===== src/rtl/chg_regs_pkg.sv =====
package chg_regs_pkg;
  localparam int DATA_W  = 8;
  localparam int ADDR_W  = 8;
  localparam int N_CFG   = 5;
  localparam int N_FAULT = 4;

  localparam logic [7:0] A_STATUS    = 8'h00;
  localparam logic [7:0] A_CFG_FIRST = 8'h02;
  localparam logic [7:0] A_UNLOCK    = 8'h11;
  localparam logic [7:0] A_EEPROG    = 8'h12;

  typedef enum logic [2:0] {
    SEL_NONE,
    SEL_STATUS,
    SEL_CFG,
    SEL_UNLOCK,
    SEL_EE
  } sel_e;
endpackage


===== src/rtl/chg_status.sv =====
module chg_status #(
  parameter int W  = 8,
  parameter int NF = 4
) (
  input  logic         clk,
  input  logic         rst,
  input  logic [W-1:0] evt,
  input  logic         clr,
  output logic [W-1:0] st_q,
  output logic         fault_n
);
  logic [W-1:0] st_n;

  // A clearing read drops the old bits, but events of the same cycle survive.
  always_comb st_n = (clr ? '0 : st_q) | evt;

  always_ff @(posedge clk) begin
    if (rst) begin
      st_q    <= '0;
      fault_n <= 1'b1;
    end else begin
      st_q    <= st_n;
      fault_n <= ~(|st_n[W-1 -: NF]);
    end
  end
endmodule


===== src/rtl/chg_cfg_bank.sv =====
module chg_cfg_bank #(
  parameter int               W   = 8,
  parameter int               N   = 5,
  parameter logic [N*W-1:0]   RST = '0,
  localparam int              IW  = (N > 1) ? $clog2(N) : 1
) (
  input  logic          clk,
  input  logic          rst,
  input  logic          we,
  input  logic [IW-1:0] idx,
  input  logic [W-1:0]  wdata,
  output logic [W-1:0]  rdata,
  output logic [N*W-1:0] flat
);
  logic [W-1:0] bank [N];

  for (genvar i = 0; i < N; i++) begin : g_entry
    always_ff @(posedge clk) begin
      if (rst)
        bank[i] <= RST[i*W +: W];
      else if (we && idx == IW'(i))
        bank[i] <= wdata;
    end
    assign flat[i*W +: W] = bank[i];
  end

  always_comb begin
    rdata = '0;
    for (int i = 0; i < N; i++)
      if (idx == IW'(i)) rdata = bank[i];
  end
endmodule


===== src/rtl/chg_regfile.sv =====
module chg_regfile
  import chg_regs_pkg::*;
#(
  parameter int                  DW        = DATA_W,
  parameter int                  AW        = ADDR_W,
  parameter int                  NCFG      = N_CFG,
  parameter int                  NFLT      = N_FAULT,
  parameter logic [NCFG*DW-1:0]  CFG_RESET = '0
) (
  input  logic               clk,
  input  logic               rst,
  input  logic               reg_wr,
  input  logic               reg_rd,
  input  logic [AW-1:0]      reg_addr,
  input  logic [DW-1:0]      reg_wdata,
  output logic [DW-1:0]      reg_rdata,
  input  logic [DW-1:0]      evt_in,
  output logic               fault_n,
  output logic               ee_prog_req,
  output logic [NCFG*DW-1:0] cfg_q
);
  localparam int IW = (NCFG > 1) ? $clog2(NCFG) : 1;

  logic [DW-1:0] st_q;
  logic [DW-1:0] cfg_rd;
  logic [AW-1:0] cfg_off;
  logic          in_cfg;
  logic          unlock_q;
  logic          ee_q;
  sel_e          sel;
  logic [DW-1:0] rd_mux;

  assign cfg_off = reg_addr - AW'(A_CFG_FIRST);
  assign in_cfg  = cfg_off < AW'(NCFG);

  always_comb begin
    if (reg_addr == AW'(A_STATUS))                 sel = SEL_STATUS;
    else if (in_cfg && unlock_q)                   sel = SEL_CFG;
    else if (reg_addr == AW'(A_UNLOCK))            sel = SEL_UNLOCK;
    else if (reg_addr == AW'(A_EEPROG) && unlock_q) sel = SEL_EE;
    else                                           sel = SEL_NONE;
  end

  chg_status #(.W(DW), .NF(NFLT)) u_status (
    .clk     (clk),
    .rst     (rst),
    .evt     (evt_in),
    .clr     (reg_rd && sel == SEL_STATUS),
    .st_q    (st_q),
    .fault_n (fault_n)
  );

  chg_cfg_bank #(.W(DW), .N(NCFG), .RST(CFG_RESET)) u_bank (
    .clk   (clk),
    .rst   (rst),
    .we    (reg_wr && sel == SEL_CFG),
    .idx   (cfg_off[IW-1:0]),
    .wdata (reg_wdata),
    .rdata (cfg_rd),
    .flat  (cfg_q)
  );

  always_ff @(posedge clk) begin
    if (rst) begin
      unlock_q    <= 1'b0;
      ee_q        <= 1'b0;
      ee_prog_req <= 1'b0;
    end else begin
      if (reg_wr && sel == SEL_UNLOCK) unlock_q <= reg_wdata[0];
      if (reg_wr && sel == SEL_EE)     ee_q     <= reg_wdata[0];
      ee_prog_req <= reg_wr && sel == SEL_EE && reg_wdata[0];
    end
  end

  always_comb begin
    case (sel)
      SEL_STATUS: rd_mux = st_q;
      SEL_CFG:    rd_mux = cfg_rd;
      SEL_UNLOCK: rd_mux = {{(DW-1){1'b0}}, unlock_q};
      SEL_EE:     rd_mux = {{(DW-1){1'b0}}, ee_q};
      default:    rd_mux = '0;
    endcase
  end

  always_ff @(posedge clk) begin
    if (rst)         reg_rdata <= '0;
    else if (reg_rd) reg_rdata <= rd_mux;
  end
endmodule


===== config.mk =====
export PLATFORM = sky130hd
export DESIGN_NAME = chg_regfile
export DESIGN_NICKNAME = d
export VERILOG_FILES = /design/src/rtl/chg_regs_pkg.sv /design/src/rtl/chg_status.sv /design/src/rtl/chg_cfg_bank.sv /design/src/rtl/chg_regfile.sv
export SDC_FILE = /design/constraint.sdc
export NUM_CORES = 1
export LEC_CHECK = 0
export BUFFER_PORTS_ARGS = -buffer_cell sky130_fd_sc_hd__buf_2
export CAP_MARGIN = 20
export CORE_MARGIN = 5
export CORE_UTILIZATION = 50
export DETAILED_ROUTE_END_ITERATION = 10
export PLACE_DENSITY = 0.83
export SLEW_MARGIN = 15
export SYNTH_ARGS = -nofsm -noshare
export SYNTH_HDL_FRONTEND = slang
export SYNTH_SLANG_ARGS = --single-unit

===== constraint.sdc =====
create_clock -name clk -period 3.7 [get_ports clk]
set_input_delay 0.37 -clock clk [delete_from_list [all_inputs] [get_ports clk]]
set_output_delay 0.37 -clock clk [all_outputs]
set_load 0.02 [all_outputs]

==> results of run 1 <==
metal layers:
layer	vias up	part of all wire, %	wire length [microns]	GRT usage, %
met1	1019	41	2840	24.2
met2	113	49	3370	32.8
met3	6	9.2	639	6.28
met4	0	0.95	66	6.91
li1	1059	-	-	-
met5	-	0	0	0
registers in the layout, indices dropped and copies added (netlist names):
signal            cells
u_status.st_q         8
u_bank.bank          40
ee_q                  1
unlock_q              1
u_status.fault_n      1
reg_rdata             8
ee_prog_req           1
final timing paths:
path	slack (ps)	end	startpoint	depth (start not counted)
max	970	u_bank.bank[0][7]	reg_addr[1]	8
min	240	u_status.st_q[3]	evt_in[3]	3
max reg2reg	1740	u_bank.bank[0][7]	unlock_q	4
min reg2reg	470	reg_rdata[4]	reg_rdata[4]	1
worst reg2reg max path, stage by stage, from the launching register on:
cell      delay, ps
dfxtp_1         420
a21boi_1        230
nand2_1         260
nor2_1          330
a21o_1          390
cells by family (layout without fill, tap and decap cells):
| group | count (synthesis) | in the layout | synth area share [%] |
|---|---|---|---|
| AND/OR/NAND/NOR | 100 | 100 | 20.7 |
| flip-flops | 60 | 60 | 57.6 |
| AO/OA/AOI/OAI | 54 | 54 | 12.6 |
| multiplexers | 17 | 17 | 6.12 |
| buffers and inverters | 14 | 96 | 1.98 |
| XOR/XNOR | 2 | 2 | 0.630 |
| adder cells (fa/ha/maj) | 1 | 1 | 0.450 |
where the power goes:
group	switching (mW)	internal, mW	total, mW	leakage, nW
registers	0.0145	0.735	0.749	0.576
logic	0.0916	0.0486	0.140	0.799
clock network	0.261	0.237	0.498	0.0763
synthesized netlist by cell type (3+ instances only):
| cell | count |
|---|---|
| and2_1 | 40 |
| inv_1 | 3 |
| a22o_1 | 8 |
| o22ai_1 | 8 |
| nor2_1 | 21 |
| edfxtp_1 | 40 |
| o21ai_1 | 8 |
| nand2b_1 | 4 |
| nand2_1 | 12 |
| mux2i_1 | 17 |
| a21oi_1 | 17 |
| clkbuf_1 | 7 |
| nand3_1 | 4 |
| dfxtp_1 | 20 |
| a21o_1 | 4 |
area by class of cell:
| type | count | area share, % |
|---|---|---|
| sequential | 60 | 47.4 |
| multi-input combinational | 174 | 33.2 |
| timing repair buffer | 77 | 11.4 |
| inverter | 3 | 0.333 |
| clock inverter | 7 | 1.30 |
| clock buffer | 9 | 3.67 |
| tap | 72 | 2.67 |
==> tab_implementation.tex, run 1 <==
\begin{tabular}{lr}
\hline
Metric & Value \\
\hline
\multicolumn{2}{l}{\textbf{Worst setup path}} \\
Required arrival time at the worst endpoint & around 3700 ps \\
Critical path class & primary input to register \\
Cell seen most often among critical-path stages & inv\_1 \\
Category of the worst setup path launch point & primary input \\
Arrival time at the worst endpoint & 2740 ps \\
Crit-path slowest cell & ha\_1 \\
Category of the worst setup path capture point & register \\
Highest cell delay on the worst timing path & roughly 650 ps \\
Critical path, cell by cell & buf\_2, inv\_1, ha\_1, inv\_1, a21boi\_1, nand2\_1, nor2\_1, a21o\_1 \\
Cell type group with the largest total delay on the critical path & adder cells \\
Maximum fanout along the worst path & 17 \\
Crit path buf inv count & 3 \\
\multicolumn{2}{l}{\textbf{Place}} \\
Detailed placer's ending HPWL & just over 5 mm \\
Number of placed instances, taps included & 386 \\
Final weighted congestion in routability-driven placement & 0.896 \\
Placement Setup Slack & approximately 670 ps \\
IO Port Bufs & 77 \\
Area after DPL & 3210 sq um \\
\multicolumn{2}{l}{\textbf{Floorplanning}} \\
Die width & between 80 and 90 microns \\
FP Rows & 27 \\
Placeable core region & 5440 sq um \\
Number of ports placed on the die boundary & 78 \\
Area of the die & 7150 sq um \\
Height of the die & 84.6 microns \\
Starting density of the core & 51.1\% \\
\multicolumn{2}{l}{\textbf{Layout}} \\
Area of all placed cells without fillers & approximately 3400 sq um \\
Post-route non-filler standard cell count & 402 \\
Layout overhead on the synthesized area & 21.6\% \\
Layout fillers & 447 \\
Area taken by flip-flops and latches & 1600 sq um \\
Most common cell after layout, fill and taps aside & buf\_2 \\
Final cell utilization of the core & between 60 and 70\% \\
Antenna cells & 0 \\
Total area of multi-input combinational cells & 1120 sq um \\
Post-layout net count & 354 \\
Commonest cells after routing, fill and taps aside & 77 x buf\_2, 40 x and2\_1, 40 x edfxtp\_1 \\
Fraction of layout instances using a drive strength above 1 & 29.4\% \\
\multicolumn{2}{l}{\textbf{Routing}} \\
Total iterations of the first detailed-routing run & 4 \\
Count of unresolved DRC violations after routing & 0 \\
Drt total wl & 6.92 mm \\
Number of antenna-violating nets in the routed design & 0 \\
WL/cell & 17.2 microns \\
Initial drt markers & 163 \\
Post-DR vias/cell & 5.47 \\
Count of vias placed by the detailed router & 2197 \\
\multicolumn{2}{l}{\textbf{Timing}} \\
Setup violations, final & 0 \\
Unrepaired setup endpoints after global routing & false \\
Final worst-path setup slack & around 1000 ps \\
Worst Hold Slack & $\sim$240 ps \\
Count of pins over their slew limit & 0 \\
Relative slew slack & $\sim$63\% \\
Skew final & 9.80 ps \\
Final setup TNS & 0 ps \\
Slew of the pin with the lowest slew margin & roughly 550 ps \\
Final critical path time including I/O delays and setup & 2730 ps \\
Share of the cycle needed by the critical path after routing & 73.7\% \\
Hold Vio Cnt, Final & 0 \\
Max Fclk & 367 MHz \\
\multicolumn{2}{l}{\textbf{Synthesis}} \\
Number of register bits inferred by synthesis & 60 \\
Number of standard cells after synthesis & 248 \\
Proportion of netlist area held by the largest area contributor & 43.2\% \\
FFs w/ async S/R, synth & 0\% \\
Syn Std Cell Area & 2780 sq um \\
Largest area contributor in the synthesized netlist & edfxtp\_1 \\
Net count after synthesis & roughly 280 \\
Syn\_area\_per\_cell & 11.2 sq um \\
Number of warnings printed during yosys synthesis & 0 \\
Ys flop type & edfxtp\_1 \\
Main area contributors after synthesis & edfxtp\_1 43\%, dfxtp\_1 14\%, and2\_1 9.0\% \\
Post-synth EDFFs & 40 \\
Number of unique standard cell types used by synthesis & 42 \\
Sequential cell area fraction in the yosys report & 57.6\% \\
\multicolumn{2}{l}{\textbf{Worst hold path}} \\
Min-Delay Path Class & primary input to register \\
\multicolumn{2}{l}{\textbf{Job}} \\
Max-capacitance violation count & 0 \\
\multicolumn{2}{l}{\textbf{GRT}} \\
Via count of the first global-routing pass & 2190 \\
Total overflow reported by the global router & 0 \\
GRT Resource Usage Total & about a fifth \\
Pin count of the biggest net entering global routing & 22 \\
Antenna violations before repair & 0 \\
Global-route wire length before repair & 10.8 mm \\
\multicolumn{2}{l}{\textbf{Clock tree}} \\
Hold bufs inserted after CTS & 0 \\
Num Clock Sinks & 60 \\
H-tree depth & 3 \\
Clock-pin slew reported for the worst setup and hold paths after clock tree synthesis & 70 ps \\
Maximum buffer depth of the clock tree & 2 \\
Num CTS Buffers & 9 \\
Resize count post-CTS & 0 \\
Clock insertion delay at the later pin of the skew report & between 300 and 400 ps \\
Number of setup buffers added after CTS & 0 \\
Master cell of the clock root buffer & clkbuf\_8 \\
TritonCTS clock tree & done \\
\multicolumn{2}{l}{\textbf{Power and ir drop}} \\
Worst ir drop on vdd & between 300 and 400 uV \\
Overall power after layout & 1.39 mW \\
Total leakage power & 1.45 nW \\
Power density cells & approximately 400 nW/um\^{}2 \\
\multicolumn{2}{l}{\textbf{Run status}} \\
Run status & finished clean \\
\hline
\end{tabular}
(Power assumes the default switching activity.)
==> run 2: changes to the inputs <==
--- a/config.mk
+++ b/config.mk
@@ -5,6 +5,7 @@
 export SDC_FILE = /design/constraint.sdc
 export NUM_CORES = 1
 export LEC_CHECK = 0
+export ABC_AREA = 1
 export BUFFER_PORTS_ARGS = -buffer_cell sky130_fd_sc_hd__buf_2
 export CAP_MARGIN = 20
 export CORE_MARGIN = 5
==> constraint.sdc (replaced) <==
create_clock -name clk -period 2.83 [get_ports clk]
set_input_delay 0.283 -clock clk [delete_from_list [all_inputs] [get_ports clk]]
set_output_delay 0.283 -clock clk [all_outputs]
set_load 0.02 [all_outputs]
==> run 2 against run 1 <==
Against the previous run: combinational power rose by 31%; cell area rose by 2.6%; synthesized area rose by 0.81%; critical path depth did not move; sequential share of layout area fell by 1.2 points; routed wire length rose by 1.6%; count of clock-buffer cells in the layout did not move; first-iteration DRC count rose by 17%; non-clock buffer count did not move; clock skew fell by 1.1 ps; die area rose by 0.72%; final cell count rose by 19%; highest routed layer unchanged.
==> tab_implementation.tex, run 2 <==
\begin{tabular}{lr}
\hline
Metric & Value \\
\hline
\multicolumn{2}{l}{\textbf{Timing}} \\
Hold Vio Cnt, Final & 0 (unchanged) \\
Final worst-path setup slack & 837 ps (-135 ps) \\
Unrepaired setup endpoints after global routing & false \\
Skew final & 8.74 ps (-1.05 ps) \\
Relative slew slack & 55.9\% (-7.1 points) \\
Max Fclk & $\sim$500 MHz \\
Final setup TNS & 0 ps (unchanged) \\
Count of pins over their slew limit & 0 (unchanged) \\
Final critical path time including I/O delays and setup & 1990 ps \\
Setup violations, final & 0 (unchanged) \\
Share of the cycle needed by the critical path after routing & about 70\% \\
Slew of the pin with the lowest slew margin & 662 ps (+108 ps) \\
\multicolumn{2}{l}{\textbf{Synthesis}} \\
Commonest cells in the netlist & 92 x nand2\_1, 60 x nor2\_1, 40 x edfxtp\_1 \\
Post-synth EDFFs & 40 (unchanged) \\
Number of standard cells after synthesis & 318 (+28\%) \\
Sequential cell area fraction in the yosys report & 57.1\% (-0.46 points) \\
Dominant combinational cell family by area after synthesis & simple AND/OR/NAND/NOR gates \\
Complex-gate fraction of the synthesized area & 6.65\% (-5.9 points) \\
Syn\_area\_per\_cell & 8.81 sq um (-21\%) \\
Number of warnings printed during yosys synthesis & 0 (unchanged) \\
Number of unique standard cell types used by synthesis & 27 (-36\%) \\
Post-synthesis share of cell area spent on full adders, half adders and majority gates & 0.446\% (-0.0036 points) \\
Largest area contributor in the synthesized netlist & edfxtp\_1 \\
Syn Std Cell Area & 2800 sq um (+0.81\%) \\
Most common cell in the netlist & nand2\_1 \\
Post-synthesis share of cell area spent on and, or, nand and nor gates & 30.5\% (+9.8 points) \\
Ys flop type & edfxtp\_1 \\
Number of register bits inferred by synthesis & 60 (unchanged) \\
Proportion of netlist area held by the largest area contributor & 42.9\% (-0.35 points) \\
Share of cell area taken by muxes after synthesis & 0\% (-6.1 points) \\
Net count after synthesis & 347 (+25\%) \\
XOR/XNOR share of the synthesized area & 0\% (-0.63 points) \\
Main area contributors after synthesis & edfxtp\_1 43\%, dfxtp\_1 14\%, nand2\_1 12\% \\
FFs w/ async S/R, synth & 0\% (unchanged) \\
\multicolumn{2}{l}{\textbf{Clock tree}} \\
Resize count post-CTS & 0 (unchanged) \\
Num Clock Sinks & 60 (unchanged) \\
Hold bufs inserted after CTS & 0 (unchanged) \\
Num CTS Buffers & 9 (unchanged) \\
Clock insertion delay at the later pin of the skew report & 340 ps (about the same) \\
Clock-pin slew reported for the worst setup and hold paths after clock tree synthesis & 60 ps (about the same) \\
Number of setup buffers added after CTS & 0 (unchanged) \\
TritonCTS clock tree & done \\
Master cell of the clock root buffer & clkbuf\_8 \\
Maximum buffer depth of the clock tree & 2 (unchanged) \\
H-tree depth & 3 (unchanged) \\
\multicolumn{2}{l}{\textbf{Worst setup path}} \\
Crit-path slowest cell & ha\_1 \\
R2R depth & 8 (+4) \\
Cell type group with the largest total delay on the critical path & buffers and inverters \\
Cell seen most often among critical-path stages & nand2\_1 \\
Reg-to-Reg End & u\_bank.bank[3][0] \\
FF-to-FF setup slack & 960 ps (-780 ps) \\
Worst R2R Start & unlock\_q \\
Category of the worst setup path capture point & register \\
Arrival time at the worst endpoint & 2000 ps (-740 ps) \\
Critical path, cell by cell & buf\_2, inv\_2, ha\_1, inv\_1, nand2\_1, inv\_1, nand2\_1, nand2\_1 \\
Highest cell delay on the worst timing path & 380 ps (-270 ps) \\
Required arrival time at the worst endpoint & 2830 ps (-880 ps) \\
Maximum fanout along the worst path & 16 (-1) \\
Crit path buf inv count & 4 (+1) \\
Category of the worst setup path launch point & primary input \\
Critical path class & primary input to register \\
\multicolumn{2}{l}{\textbf{Place}} \\
Detailed placer's ending HPWL & 5.39 mm (+3.8\%) \\
Placement Setup Slack & 513 ps (-158 ps) \\
Number of placed instances, taps included & 461 (+19\%) \\
IO Port Bufs & 77 (unchanged) \\
Final weighted congestion in routability-driven placement & 0.872 (-2.6\%) \\
Area after DPL & 3250 sq um (+1.2\%) \\
\multicolumn{2}{l}{\textbf{GRT}} \\
Via count of the first global-routing pass & 2514 (+15\%) \\
Global-route wire length before repair & 11.8 mm (+8.7\%) \\
GRT Resource Usage Total & 20.6\% (+0.91 points) \\
Pin count of the biggest net entering global routing & 19 (-14\%) \\
Antenna violations before repair & 0 (unchanged) \\
Total overflow reported by the global router & 0 (unchanged) \\
\multicolumn{2}{l}{\textbf{Layout}} \\
Flip-flop count of the largest register, all copies and words added & 40 (unchanged) \\
Commonest cells after routing, fill and taps aside & 92 x nand2\_1, 77 x buf\_2, 60 x nor2\_1 \\
Layout overhead on the synthesized area & 23.7\% \\
Fraction of layout instances using a drive strength above 1 & 27.2\% (-2.2 points) \\
Most common cell after layout, fill and taps aside & nand2\_1 \\
Antenna cells & 0 (unchanged) \\
Register ranked first by flip-flop count & u\_bank.bank \\
Registers with the highest flip-flop counts & u\_bank.bank x40, reg\_rdata x8, u\_status.st\_q x8 \\
Final cell utilization of the core & 63.3\% (+1.2 points) \\
Post-layout net count & 429 (+21\%) \\
Area of all placed cells without fillers & 3470 sq um (+2.6\%) \\
Post-route non-filler standard cell count & 477 (+19\%) \\
\multicolumn{2}{l}{\textbf{Routing}} \\
Post-DR vias/cell & 5.22 (-4.5\%) \\
Total iterations of the first detailed-routing run & 4 (unchanged) \\
Initial drt markers & 191 (+17\%) \\
Count of vias placed by the detailed router & 2490 (+13\%) \\
Drt total wl & 7.03 mm (+1.6\%) \\
WL/cell & 14.7 microns (-14\%) \\
Number of antenna-violating nets in the routed design & 0 (unchanged) \\
Count of unresolved DRC violations after routing & 0 (unchanged) \\
\multicolumn{2}{l}{\textbf{Power and ir drop}} \\
Worst ir drop on vdd & 466 uV (+50\%) \\
Total leakage power & 1.60 nW (+10\%) \\
Power density cells & 573 nW/um\^{}2 (+40\%) \\
\multicolumn{2}{l}{\textbf{Worst hold path}} \\
Hold wc startpoint & evt\_in[0] \\
Capture endpoint of the worst hold path & u\_status.st\_q[0] \\
Min-Delay Path Class & primary input to register \\
Worst hold path stage count & 3 (unchanged) \\
\multicolumn{2}{l}{\textbf{Floorplanning}} \\
Number of ports placed on the die boundary & 78 (unchanged) \\
Placeable core region & 5470 sq um (+0.62\%) \\
Height of the die & 84.9 microns (+0.36\%) \\
Area of the die & 7200 sq um (+0.72\%) \\
Starting density of the core & 51.2\% (+0.096 points) \\
Die width & 84.9 microns (+0.36\%) \\
FP Rows & 27 (unchanged) \\
\multicolumn{2}{l}{\textbf{Job}} \\
Max-capacitance violation count & 0 (unchanged) \\
\multicolumn{2}{l}{\textbf{Run status}} \\
Run status & finished clean \\
\hline
\end{tabular}
==> run 2: worst max path at each step <==
stage / slack (ps) / endpoint / start / cells past startpoint
global placement: 610 / u_bank.bank[4][6] / reg_addr[1] / 8
detailed placement: 510 / u_bank.bank[2][5] / reg_addr[1] / 9
floorplan: 970 / u_bank.bank[4][0] / reg_addr[1] / 8
global route: 650 / u_bank.bank[3][3] / reg_addr[1] / 12
finish: 840 / u_bank.bank[4][7] / reg_addr[1] / 8
CTS: 860 / u_bank.bank[2][0] / reg_addr[1] / 9
==> run 2: per-layer routing <==
metal	global-route usage [%]	vias to the layer above	routed length (microns)
li1	-	1209	-
met1	26.5	1162	2950
met2	34.0	105	3320
met3	4.66	14	604
met4	8.06	0	151
met5	0	-	0
==> run 2: per-stage QoR <==
step                hold slack [ps]  power (mW)
floorplan                       400        1.11
global placement                452        1.17
detailed placement              453        1.18
CTS                             165        1.99
global route                    165        2.06
finish                          162        1.99
==> run 2: power by group <==
part | switching [mW] | internal [mW]
Clock | 0.332 | 0.490
Combinational | 0.131 | 0.0537
Sequential | 0.0183 | 0.961
==> run 2: area by class of cell <==
cell class              instances  area [sq um]
well taps                      72          90.1
repair buffers                 77           385
inverters                      32           120
multi-input cells             220          1050
clock buffers                   9           124
fillers                       481          2010
clock inverters                 7          91.3
flip-flops and latches         60          1600
==> run 2: kinds of logic after synthesis <==
kind of cell / count (synthesis)
fa+ha+maj: 1
flops: 60
simple gates: 185
compound gates: 34
buf+inv: 38
==> run 2: worst min-delay path, cell delays in order <==
cell     delay [ps]
buf_2            80
a21oi_1          30
nor2_1           70
==> run 3: changes to the inputs <==
==> constraint.sdc (replaced) <==
create_clock -name clk -period 1.89 [get_ports clk]
set_input_delay 0.189 -clock clk [delete_from_list [all_inputs] [get_ports clk]]
set_output_delay 0.189 -clock clk [all_outputs]
set_load 0.02 [all_outputs]
==> run 3 against run 2 <==
Against the previous run: clock skew shrank 2.7 ps; sequential share of layout area shrank 1.8 points; core utilization grew 2.5 points; global-route usage grew 0.88 points; cell area grew 4.0%; sequential power grew 50%; largest cell class unchanged; critical path depth is the same; routed wire length grew 7.1%.
==> tab_implementation.tex, run 3 (synthesized netlist as in run 2, its figures left out) <==
\begin{tabular}{lr}
\hline
Metric & Value \\
\hline
\multicolumn{2}{l}{\textbf{Timing}} \\
Max Fclk & approximately 590 MHz \\
Unrepaired setup endpoints after global routing & false \\
Skew final & 6.09 ps (-2.65 ps) \\
Relative slew slack & 68.6\% (+13 points) \\
Final critical path time including I/O delays and setup & 1680 ps \\
Share of the cycle needed by the critical path after routing & 89.0\% \\
Slew of the pin with the lowest slew margin & 471 ps (-191 ps) \\
Final setup TNS & 0 ps (unchanged) \\
Final worst-path setup slack & 208 ps (-629 ps) \\
Hold Vio Cnt, Final & 0 (unchanged) \\
Worst Hold Slack & 62.5 ps (-99.1 ps) \\
Setup violations, final & 0 (unchanged) \\
Count of pins over their slew limit & 0 (unchanged) \\
\multicolumn{2}{l}{\textbf{Clock tree}} \\
TritonCTS clock tree & done \\
Clock-pin slew reported for the worst setup and hold paths after clock tree synthesis & 60 ps (about the same) \\
Num CTS Buffers & 9 (unchanged) \\
Master cell of the clock root buffer & clkbuf\_8 \\
Maximum buffer depth of the clock tree & 2 (unchanged) \\
Clock insertion delay at the later pin of the skew report & 340 ps (about the same) \\
Num Clock Sinks & 60 (unchanged) \\
Hold bufs inserted after CTS & 0 (unchanged) \\
H-tree depth & 3 (unchanged) \\
\multicolumn{2}{l}{\textbf{Floorplanning}} \\
Placeable core region & 5470 sq um (unchanged) \\
FP Rows & 27 (unchanged) \\
Number of ports placed on the die boundary & 78 (unchanged) \\
Height of the die & 84.9 microns (unchanged) \\
Starting density of the core & 51.2\% (unchanged) \\
Die width & 84.9 microns (unchanged) \\
Area of the die & 7200 sq um (unchanged) \\
\multicolumn{2}{l}{\textbf{Routing}} \\
Initial drt markers & 175 (-8.4\%) \\
Drt total wl & 7.53 mm (+7.1\%) \\
WL/cell & 15.3 microns (+3.6\%) \\
Count of vias placed by the detailed router & 2552 (+2.5\%) \\
Count of unresolved DRC violations after routing & 0 (unchanged) \\
Total iterations of the first detailed-routing run & 4 (unchanged) \\
Post-DR vias/cell & 5.18 (-0.84\%) \\
Number of antenna-violating nets in the routed design & 0 (unchanged) \\
\multicolumn{2}{l}{\textbf{Power and ir drop}} \\
Relative contribution of combinational cells to total power & 11.2\% (+1.9 points) \\
Power density cells & 787 nW/um\^{}2 (+37\%) \\
Worst ir drop on vdd & 546 uV (+17\%) \\
Total leakage power & 1.69 nW (+5.4\%) \\
Part of the total power dissipated in sequential elements & 51.7\% (+2.4 points) \\
Net switching power figure & 0.694 mW (+44\%) \\
Fraction of power consumed by the clock network & 37.0\% (-4.4 points) \\
Net Sw Frac & 24.5\% (+0.26 points) \\
Overall power after layout & 2.83 mW (+43\%) \\
Internal Pwr Total & 2.14 mW (+42\%) \\
\multicolumn{2}{l}{\textbf{Layout}} \\
Antenna cells & 0 (unchanged) \\
Layout overhead on the synthesized area & 28.6\% \\
Post-layout net count & 446 (+4.0\%) \\
Register ranked first by flip-flop count & u\_bank.bank \\
Commonest cells after routing, fill and taps aside & 91 x nand2\_1, 77 x buf\_2, 60 x nor2\_1 \\
Registers with the highest flip-flop counts & u\_bank.bank x40, reg\_rdata x8, u\_status.st\_q x8 \\
Most common cell after layout, fill and taps aside & nand2\_1 \\
Flip-flop count of the largest register, all copies and words added & 40 (unchanged) \\
Fraction of layout instances using a drive strength above 1 & 29.2\% (+2.1 points) \\
\multicolumn{2}{l}{\textbf{GRT}} \\
Global-route wire length before repair & 11.9 mm (+1.5\%) \\
Antenna violations before repair & 0 (unchanged) \\
Pin count of the biggest net entering global routing & 18 (-1) \\
Via count of the first global-routing pass & 2519 (+0.20\%) \\
Total overflow reported by the global router & 0 (unchanged) \\
GRT Resource Usage Total & 21.5\% (+0.88 points) \\
\multicolumn{2}{l}{\textbf{Worst setup path}} \\
Category of the worst setup path launch point & register \\
Category of the worst setup path capture point & register \\
Arrival time at the worst endpoint & 1680 ps (-320 ps) \\
Worst R2R Start & unlock\_q \\
Maximum fanout along the worst path & 8 (-8) \\
Startpoint of the worst setup timing path & unlock\_q \\
Critical path class & register to register \\
Required arrival time at the worst endpoint & 1890 ps (-940 ps) \\
\multicolumn{2}{l}{\textbf{Place}} \\
Placement Setup Slack & 43.4 ps (-469 ps) \\
IO Port Bufs & 77 (unchanged) \\
Detailed placer's ending HPWL & 5.62 mm (+4.2\%) \\
Final weighted congestion in routability-driven placement & 0.898 (+2.9\%) \\
\multicolumn{2}{l}{\textbf{Job}} \\
Max-capacitance violation count & 0 (unchanged) \\
\multicolumn{2}{l}{\textbf{Run status}} \\
Run status & finished clean \\
\multicolumn{2}{l}{\textbf{Worst hold path}} \\
Hold wc startpoint & evt\_in[3] \\
Min-Delay Path Class & primary input to register \\
\hline
\end{tabular}
-- run 3: cell types whose count changed in the layout (fill, tap and decap cells not counted), sizes merged --
cell / previous run / this run
bufinv: 2 / 1
clkinv: 4 / 5
clkinvlp: 3 / 0
clkbuf: 9 / 11
buf: 77 / 94
-- run 3: final timing paths --
check	end	slack, ps	cells past startpoint
worst max-delay path	u_bank.bank[2][7]	210	8
worst min-delay path	u_status.st_q[3]	60	3
worst max register to register	u_bank.bank[2][7]	210	8
worst min register to register	reg_rdata[1]	470	2
-- run 3: power by group through the flow --
stage	registers, mW	logic, mW	clock network, mW
2_1_floorplan	1.53	0.136	0
3_3_place_gp	1.49	0.307	0
3_5_place_dp	1.49	0.315	0
4_1_cts	1.46	0.318	1.05
5_1_grt	1.47	0.344	1.12
6_report	1.47	0.319	1.05
-- run 3: critical path: stages (launching register included) --
cell and delay, ps:
dfxtp_1 350, nand2_1 70, nor2_1 100, nand2_1 90, nor2_4 120, nand3_4 110, nor2_8 180, nand2_1 70
nand2_1 270
-- run 3: final cells by class --
| type | count | area [sq um] |
|---|---|---|
| Clock buffer | 11 | 131 |
| Timing Repair Buffer | 94 | 563 |
| Fill cell | 442 | 1870 |
| Inverter | 32 | 120 |
| Tap cell | 72 | 90.1 |
| Clock inverter | 4 | 41.3 |
| Sequential cell | 60 | 1600 |
| Multi-Input combinational cell | 220 | 1060 |
-- run 3: repair_timing --
| item | 4_1_cts | 5_1_grt |
|---|---|---|
| setup endpoints to repair | 0 | 8 |
| gates resized for setup | 0 | 1 |
| setup buffers | 0 | 0 |
| hold endpoints to repair | 0 | 0 |
-- run 3: through the flow --
step	util (%)	std cells	cell area, sq um
6_report	65.8	493	3600
4_1_cts	65.8	493	3600
2_1_floorplan	-	318	2800
3_5_place_dp	62.6	478	3430
5_1_grt	65.8	493	3600
3_3_place_gp	62.6	478	3430
-- run 3: routing by layer --
metal,up-vias,part of all wire [%],global-route usage [%]
met4,0,2.6,10.5
met1,1171,40,26.3
met5,-,0,0
li1,1235,-,-
met2,127,48,35.9
met3,19,9.5,5.05
